===== src/rtl/olm_pkg.sv =====
// Package: types shared by the optical link monitor modules.
// Assumes nothing beyond a two-state link decision.
package olm_pkg;

    typedef enum logic {
        LINK_LOW  = 1'b0,
        LINK_PASS = 1'b1
    } link_state_e;

endpackage


===== src/rtl/olm_gap_timer.sv =====
// Transition gap timer.
// Registers the sliced receive data and detects each change. A counter
// restarts on every change and saturates at GAP_CYCLES. Activity counts
// as present while the counter is below the limit.
// Assumes rx_data is already synchronous to clk.
module olm_gap_timer #(
    parameter int GAP_CYCLES = 300
) (
    input  logic clk,
    input  logic rst_n,
    input  logic rx_data,
    output logic activity_ok
);
    localparam int GW = $clog2(GAP_CYCLES + 1);
    localparam logic [GW-1:0] GAP_MAX = GW'(GAP_CYCLES);

    logic          rx_q;
    logic [GW-1:0] gap_cnt;
    logic          edge_seen;

    // Change detect between the current and the previous sample.
    assign edge_seen = rx_data ^ rx_q;

    // Remember the previous receive sample.
    always_ff @(posedge clk) begin
        if (!rst_n) rx_q <= 1'b0;
        else        rx_q <= rx_data;
    end

    // Count idle cycles since the last edge, saturating at the limit.
    always_ff @(posedge clk) begin
        if (!rst_n)                gap_cnt <= GAP_MAX;
        else if (edge_seen)        gap_cnt <= '0;
        else if (gap_cnt < GAP_MAX) gap_cnt <= gap_cnt + 1'b1;
    end

    // Activity is present while the gap is below the limit.
    assign activity_ok = (gap_cnt < GAP_MAX);

    AST_EDGE_REVIVES: assert property (@(posedge clk) disable iff (!rst_n)
        edge_seen |=> activity_ok) else $error("edge did not restore activity");
    AST_LOST_STAYS_LOST: assert property (@(posedge clk) disable iff (!rst_n)
        (!activity_ok && !edge_seen) |=> !activity_ok) else $error("activity returned without an edge");

endmodule


===== src/rtl/olm_qual_timer.sv =====
// Qualification timer.
// Counts consecutive good cycles while the link is down and saturates at
// QUAL_CYCLES. Any bad cycle restarts the count. The count is held at
// zero while the link is up.
// Assumes good is sampled on every clock edge.
module olm_qual_timer #(
    parameter int QUAL_CYCLES = 50_000_000
) (
    input  logic clk,
    input  logic rst_n,
    input  logic clear,
    input  logic good,
    output logic qual_done
);
    localparam int QW = $clog2(QUAL_CYCLES + 1);
    localparam logic [QW-1:0] QUAL_MAX = QW'(QUAL_CYCLES);

    logic [QW-1:0] qual_cnt;

    // Count uninterrupted good cycles, restarting on any break.
    always_ff @(posedge clk) begin
        if (!rst_n || clear || !good) qual_cnt <= '0;
        else if (qual_cnt < QUAL_MAX)  qual_cnt <= qual_cnt + 1'b1;
    end

    // Qualification is complete once the count has saturated.
    assign qual_done = (qual_cnt == QUAL_MAX);

    AST_QUAL_HOLDS: assert property (@(posedge clk) disable iff (!rst_n)
        (qual_done && good && !clear) |=> qual_done) else $error("qualification lost while good");

endmodule


===== src/rtl/olm_link_fsm.sv =====
// Link state machine.
// Leaves pass when the signal goes bad. Enters pass from low light only
// once qualification is done, the signal is still good and the line is
// quiet in both directions.
// Assumes its inputs are synchronous to clk.
module olm_link_fsm
    import olm_pkg::*;
(
    input  logic clk,
    input  logic rst_n,
    input  logic signal_good,
    input  logic qual_done,
    input  logic tx_active,
    input  logic rx_active,
    output logic link_up
);
    link_state_e state_q, state_d;

    // Next-state decision.
    always_comb begin
        state_d = state_q;
        unique case (state_q)
            LINK_PASS: if (!signal_good) state_d = LINK_LOW;
            LINK_LOW:  if (qual_done && signal_good && !tx_active && !rx_active)
                           state_d = LINK_PASS;
            default:   state_d = LINK_LOW;
        endcase
    end

    // State register.
    always_ff @(posedge clk) begin
        if (!rst_n) state_q <= LINK_LOW;
        else        state_q <= state_d;
    end

    assign link_up = (state_q == LINK_PASS);

    AST_DROP_ON_BAD: assert property (@(posedge clk) disable iff (!rst_n)
        (link_up && !signal_good) |=> !link_up) else $error("link stayed up on bad signal");
    AST_ENTRY_QUALIFIED: assert property (@(posedge clk) disable iff (!rst_n)
        (!link_up && !qual_done) |=> !link_up) else $error("link up without qualification");
    AST_RESTART_ON_BREAK: assert property (@(posedge clk) disable iff (!rst_n)
        (!link_up && !signal_good) |=> !qual_done) else $error("qualification survived a break");
    AST_WAIT_FOR_QUIET: assert property (@(posedge clk) disable iff (!rst_n)
        (!link_up && (tx_active || rx_active)) |=> !link_up) else $error("link up on busy line");
    AST_PASS_IGNORES_ACTIVITY: assert property (@(posedge clk) disable iff (!rst_n)
        (link_up && signal_good) |=> link_up) else $error("link dropped while good");

endmodule


===== src/rtl/optical_link_monitor.sv =====
// Optical link monitor top.
// Combines the transition gap timer, the qualification timer and the link
// state machine, and drives the path enables, the low-light flag and the
// active-low LED from the link state.
// Assumes level_ok and rx_data are digital and synchronous to clk.
module optical_link_monitor #(
    parameter int GAP_CYCLES  = 300,
    parameter int QUAL_CYCLES = 50_000_000
) (
    input  logic clk,
    input  logic rst_n,
    input  logic level_ok,
    input  logic rx_data,
    input  logic tx_active,
    input  logic rx_active,
    output logic link_led_n,
    output logic tx_en,
    output logic rx_en,
    output logic loop_en,
    output logic low_light
);
    logic activity_ok;
    logic signal_good;
    logic qual_done;
    logic link_up;

    olm_gap_timer #(.GAP_CYCLES(GAP_CYCLES)) u_gap (
        .clk         (clk),
        .rst_n       (rst_n),
        .rx_data     (rx_data),
        .activity_ok (activity_ok)
    );

    // Good means adequate level together with recent transitions.
    assign signal_good = level_ok && activity_ok;

    olm_qual_timer #(.QUAL_CYCLES(QUAL_CYCLES)) u_qual (
        .clk       (clk),
        .rst_n     (rst_n),
        .clear     (link_up),
        .good      (signal_good),
        .qual_done (qual_done)
    );

    olm_link_fsm u_fsm (
        .clk         (clk),
        .rst_n       (rst_n),
        .signal_good (signal_good),
        .qual_done   (qual_done),
        .tx_active   (tx_active),
        .rx_active   (rx_active),
        .link_up     (link_up)
    );

    // Output drive from the link state.
    assign tx_en      = link_up;
    assign rx_en      = link_up;
    assign loop_en    = link_up;
    assign low_light  = !link_up;
    assign link_led_n = !link_up;

    AST_LOSS_OF_LEVEL: assert property (@(posedge clk) disable iff (!rst_n)
        (!link_led_n && !level_ok) |=> link_led_n) else $error("LED lit after level loss");
    AST_ENABLES_TRACK_LED: assert property (@(posedge clk) disable iff (!rst_n)
        (tx_en == !link_led_n) && (rx_en == tx_en) && (loop_en == tx_en)) else $error("outputs disagree");

endmodule


===== config.mk =====
export PLATFORM = sky130hd
export DESIGN_NAME = optical_link_monitor
export DESIGN_NICKNAME = d
export VERILOG_FILES = /design/src/rtl/olm_pkg.sv /design/src/rtl/olm_gap_timer.sv /design/src/rtl/olm_qual_timer.sv /design/src/rtl/olm_link_fsm.sv /design/src/rtl/optical_link_monitor.sv
export SDC_FILE = /design/constraint.sdc
export NUM_CORES = 1
export LEC_CHECK = 0
export ABC_AREA = 0
export BUFFER_PORTS_ARGS = -buffer_cell sky130_fd_sc_hd__buf_2
export CORE_MARGIN = 4
export CORE_UTILIZATION = 55
export CTS_CLUSTER_DIAMETER = 100
export DETAILED_ROUTE_END_ITERATION = 10
export PLACE_DENSITY = 0.8
export SLEW_MARGIN = 10
export SYNTH_ARGS = -nofsm -noshare
export SYNTH_HDL_FRONTEND = slang
export SYNTH_SLANG_ARGS = --single-unit

===== constraint.sdc =====
create_clock -name clk -period 2.6 [get_ports clk]
set_input_delay 0.13 -clock clk [delete_from_list [all_inputs] [get_ports clk]]
set_output_delay 0.13 -clock clk [all_outputs]
set_load 0.03 [all_outputs]

# == Word-level counts from Yosys, hierarchy flattened ==
# Cells that the tools add are included.
# totals
regBits,37
out_inout_bits,5
input_bits,6
# classes
n_reduce_logical,13
magnitude_cmp,2
addsub,2
bitwise,3
eq_ne,1
n_mux,5
# ops
op,n
$add 26x1->26 const B,1
$eq 26x26->1 const B,1
$lt 26x26->1 const B,1
$mux 9,2
$add 9x1->9 const B,1
$lt 9x9->1 const B,1
$logic_not 1->1,5
$logic_and 1x1->1,4
$logic_or 1x1->1,2
$mux 1,2
$not 1->1,2
$pmux 1 s2,1
$reduce_bool 2->1,1
$reduce_or 2->1,1
$xor 1x1->1,1

# == Depth between registers and ports, before layout ==
# depth
ltp_word,7
ltp_mapped,8
mapped_depth_nobuf,6

# == Cells and area by module ==
# From an unflattened synthesis, not the netlist that was laid out.
# unflattened
cells_unflattened,249
area_unflattened_um2,2078.2
# by_module_without_submodules
mod,area_each_um2,n_inst,cells_each,seq_area_each_um2
olm_qual_timer,1501.4,1,186,520.5
olm_gap_timer,501.7,1,55,200.2
olm_link_fsm,42.5,1,3,20.0
optical_link_monitor,32.5,1,5,0.0

# == Least setup slack after synthesis ==
# No wires, ideal clock.
# synth_timing
path_type,flip-flop to flip-flop
from,reg u_qual.qual_cnt[16]
to,reg u_qual.qual_cnt[22]
arrival_ps,1758
stages_incl_launch_ff,9
setup_slack_ps,770
t_required_ps,2528
path_cell_list,dfxtp_1 buf_6 a211oi_2 o221ai_2 and3_1 buf_6 buf_6 nor4_1 mux2i_1
# synth_between
elab_chain_len,1
elab_cells_between_ends,2
cone_classes,add/sub (1); order compare (1)
# synth_lines
element,line_no,text
from (decl),olm_qual_timer.sv:18,logic [QW-1:0] qual_cnt;
from (signal assigned),olm_qual_timer.sv:23,else if (qual_cnt < QUAL_MAX) qual_cnt <= qual_cnt + 1'b1;
$add 26x1->26 or $lt 26x26->1 (tied branches),olm_qual_timer.sv:23,
# Several ways; a longest one is shown, not always the timed one.
# A chain may end at the register's enable or synchronous reset.

# == Worst setup path in the final report ==
# layout_timing
from,reg u_qual.qual_cnt[16]
to,reg u_qual.qual_cnt[15]
# layout_between
elab_chain_len,1
# layout_lines
element,line_no
$lt 26x26->1,olm_qual_timer.sv:23
# Every way passes these cells.

==> impl_summary.txt <==
----------------------------------------------------
[Run status]
  Outcome ... completed

[Clock tree]
  Maximum level of the CTS H-tree ... 2
  Clock-pin slew on the worst setup and hold paths ... 0.12 ns
  Root cell of the clock tree ... sky130_fd_sc_hd__clkbuf_4
  Clock tree from TritonCTS ... built
  Deepest clock path buffer count ... 2
  Clock sinks ... 37
  Total clock buffers created by CTS ... 5
  Clock insertion delay at the later pin of the skew report ... 0.36 ns

[Synthesis]
  Avg Inst Size Synth ... 8.38 µm²
  Synthesized-area fraction occupied by ao, oa, aoi and oai cells ... 0.213
  Net count of the mapped netlist ... 240
  Area of the mapped netlist ... 1940 µm²
  Proportion of synthesized area in mux cells ... 0.00517
  Most used standard cells in the synthesized netlist ... sky130_fd_sc_hd__dfxtp_1, sky130_fd_sc_hd__nand2_1, sky130_fd_sc_hd__a21oi_1, sky130_fd_sc_hd__nand3_1, sky130_fd_sc_hd__o21ai_0
  Count leader, synth ... sky130_fd_sc_hd__dfxtp_1
  Adder and majority cell fraction of the synthesized area ... 0.0194
  Leading area contributor after synthesis ... sky130_fd_sc_hd__dfxtp_1
  Predominant post-synthesis flop cell ... sky130_fd_sc_hd__dfxtp_1
  Post-Synthesis Cells ... 231
  Proportion of synthesized flip-flops having asynchronous set or reset ... 0
  Number of synthesized flops with an enable pin ... 0
  Yosys warnings ... 0
  Largest family of logic cells by synthesized area ... simple AND/OR/NAND/NOR gates
  Synth Area in Simple Gates ... 0.273
  Count of cell types in the netlist ... 46
  Synth Register Bits ... 37
  Most area-consuming cells after synthesis ... sky130_fd_sc_hd__dfxtp_1, sky130_fd_sc_hd__a21oi_1, sky130_fd_sc_hd__xnor2_1
  Portion of synthesized cell area occupied by the leading cell type ... 0.383
  Xor and xnor area share after synthesis ... 0.0452
  Register area share after synthesis ... 0.383

[Critical path]
  Worst reg2reg path depth ... 6
  Worst reg2reg startpoint ... u_qual.qual_cnt[16]$_SDFFE_PP0N_
  Critical setup path kind ... flop to flop
  Worst endpoint required time ... 2.89 ns
  Reg2reg end ... u_qual.qual_cnt[15]$_SDFFE_PP0N_
  Crit end category ... flop
  Peak fanout along the critical path ... 14
  Reg-to-reg setup timing slack ... 0.39 ns
  Critical Path Source ... u_qual.qual_cnt[16]$_SDFFE_PP0N_
  Setup crit start kind ... flop
  End of the critical path ... u_qual.qual_cnt[15]$_SDFFE_PP0N_
  Endpoint arrival time on the critical path ... 2.50 ns

[Pwr]
  Sequential share of power ... 0.515
  Logic gate share of total power ... 0.044
  Static Leakage ... 0.655 nW
  Clock share of power ... 0.440
  Power per standard cell area ... 544 nW/µm²
  Net switching power of the design ... 0.000249 W
  Post-layout power ... 0.00114 W
  Cell Int Power ... 0.000895 W
  Worst vdd ir ... 0.325 mV
  Switching share of total power ... 0.218

[Placement]
  Input/output buffers ... 10
  Total half-perimeter wirelength after legalization and detailed placement ... 3030 µm
  RePlAce Congestion ... 0.792

[Cells and area]
  Fraction of layout instances using a drive strength above 1 ... 0.116
  Count of filler cells inserted in the layout ... 328
  Diodes inserted ... 0
  Final net count ... 250
  Core utilization of the finished layout ... 0.626
  Synth-to-layout area growth ... 8.73%

[Hold path]
  Path type of the worst min-delay path ... input pin to flop

[STA]
  Unrepaired setup endpoints after global routing ... no
  Clock tree skew after final layout ... 0.0119 ns
  Worst slew margin relative to its limit ... 0.587
  Total negative slack ... 0 ns
  Slew of the pin with the lowest slew margin ... 0.619 ns
  Setup-violating endpoint count in the final report ... 0
  Maximum frequency from static timing analysis ... 452 MHz
  Crit share post-route ... 0.851
  Max-slew violation count ... 0
  Post-layout minimum cycle time ... 2.21 ns
  Number of hold violations in the final report ... 0

[Job]
  Count of maximum capacitance violations ... 0

[Global routing]
  Total Routing Usage GR ... 0.217
  Vias in the first global route ... 1616
  Largest net degree at the start of global routing ... 23
  Remaining global-route overflow ... 0
  Initial antenna violation count ... 0
  Wire length of the first global-routing pass ... 7390 µm

[Drt]
  Number of iterations in the first detailed-routing pass ... 4
  Count of vias placed by the detailed router ... 1784
  Avg WL per Cell ... 15.0 µm
  Residual antenna-violating net count after detailed routing ... 0
  Vias per cell ... 6.19
  Total Wirelength ... 4330 µm
  Residual DRC ... 0
  DRC marker count from the first detailed-route iteration ... 108

[Floorplanning]
  Chip Height ... 67.3 µm
  Initial standard-cell utilization of the core ... 0.576
  Die width ... 67.3 µm
  # IOs ... 11
  Core outline area ... 3360 µm²
  Site Rows ... 21
  Die area ... 4530 µm²

----------------------------------------------------
power groups by stage:
stage               logic [W]  clock network [W]  registers [W]
finish              0.0000507           0.000504       0.000590
global route        0.0000584           0.000533       0.000592
CTS                 0.0000511           0.000510       0.000590
detailed placement  0.0000499                  0       0.000602
global placement    0.0000486                  0       0.000602
floorplan           0.0000370                  0       0.000597
sequential cells by signal (all words and copies together), names as in the netlist:
name,count
u_qual.qual_cnt,26
u_fsm.link_up,1
u_gap.rx_q,1
u_gap.gap_cnt,9
per-layer routing:
metal	vias to the layer above	track usage	part of all wire
met4	0	0.0886	0.012
met1	838	0.283	0.45
li1	888	-	-
met3	4	0.0549	0.063
met5	-	0	0
met2	54	0.340	0.47
timing repair:
action,in CTS,in global routing
hold buffers,1,0
hold endpoints to repair,1,0
setup buffers,0,0
gates resized for setup,0,0
layout make-up:
class / count / area (µm²) / share of cell area
multi-input cells: 172 / 1080 / 0.511
flip-flops and latches: 37 / 741 / 0.352
repair buffers: 15 / 90.1 / 0.0428
clock inverters: 3 / 65.1 / 0.0309
well taps: 46 / 57.6 / 0.0273
clock buffers: 5 / 37.5 / 0.0178
inverters: 10 / 37.5 / 0.0178
worst min-delay path by stage:
stage	from	to	slack [ns]	cells past startpoint
after floorplan	rst_n	u_gap.gap_cnt[2]$_SDFFE_PN1P_	0.21	1
after detailed placement	rx_data	u_gap.rx_q$_SDFF_PN0_	0.37	2
after global placement	rx_data	u_gap.rx_q$_SDFF_PN0_	0.36	2
after CTS	rst_n	u_gap.gap_cnt[5]$_SDFFE_PN1P_	0.007	2
after global routing	rst_n	u_gap.gap_cnt[5]$_SDFFE_PN1P_	0.02	2
final	rst_n	u_gap.gap_cnt[8]$_SDFFE_PN1P_	0.02	2
worst max-delay path, cell delays in order, from the launching register on:
cell and delay [ns]:
sky130_fd_sc_hd__dfxtp_1 0.42, sky130_fd_sc_hd__a211oi_2 0.33, sky130_fd_sc_hd__o22ai_1 0.19, sky130_fd_sc_hd__and3_1 0.33
sky130_fd_sc_hd__buf_4 0.23, sky130_fd_sc_hd__or4_1 0.50, sky130_fd_sc_hd__a21oi_1 0.15
through the flow:
stage	cells	worst slack (ns)	hold WS (ns)	area, µm²
2_1_floorplan	231	0.770	0.206	1940
3_3_place_gp	279	0.533	0.362	1990
3_5_place_dp	279	0.463	0.365	1990
4_1_cts	288	0.428	0.00685	2100
5_1_grt	288	0.233	0.0185	2100
6_report	288	0.388	0.0224	2100
cell usage in the layout (no fill, tap or decap), types with 3 or more instances in the layout:
| master | netlist | routed |
|---|---|---|
| sky130_fd_sc_hd__nor2_1 | 10 | 10 |
| sky130_fd_sc_hd__nand4_1 | 11 | 11 |
| sky130_fd_sc_hd__ha_1 | 3 | 3 |
| sky130_fd_sc_hd__nand2_1 | 23 | 23 |
| sky130_fd_sc_hd__dfxtp_1 | 37 | 37 |
| sky130_fd_sc_hd__inv_1 | 10 | 10 |
| sky130_fd_sc_hd__xnor2_1 | 10 | 10 |
| sky130_fd_sc_hd__nor4_1 | 6 | 6 |
| sky130_fd_sc_hd__and4_1 | 3 | 3 |
| sky130_fd_sc_hd__or4_1 | 7 | 7 |
| sky130_fd_sc_hd__a31oi_1 | 4 | 4 |
| sky130_fd_sc_hd__buf_4 | 3 | 4 |
| sky130_fd_sc_hd__o31ai_1 | 7 | 7 |
| sky130_fd_sc_hd__a21oi_1 | 22 | 22 |
| sky130_fd_sc_hd__o21ai_0 | 12 | 12 |
| sky130_fd_sc_hd__or3_1 | 8 | 8 |
| sky130_fd_sc_hd__buf_2 | 2 | 10 |
| sky130_fd_sc_hd__clkbuf_4 | 0 | 5 |
| sky130_fd_sc_hd__nand3_1 | 13 | 13 |
cell families after synthesis:
kind of cell,after synthesis
AO/OA/AOI/OAI,64
XOR/XNOR,10
adder cells (fa/ha/maj),3
buffers and inverters,22
flip-flops,37
multiplexers,1
AND/OR/NAND/NOR,94
No activity file was read; power rests on OpenSTA's default activity.
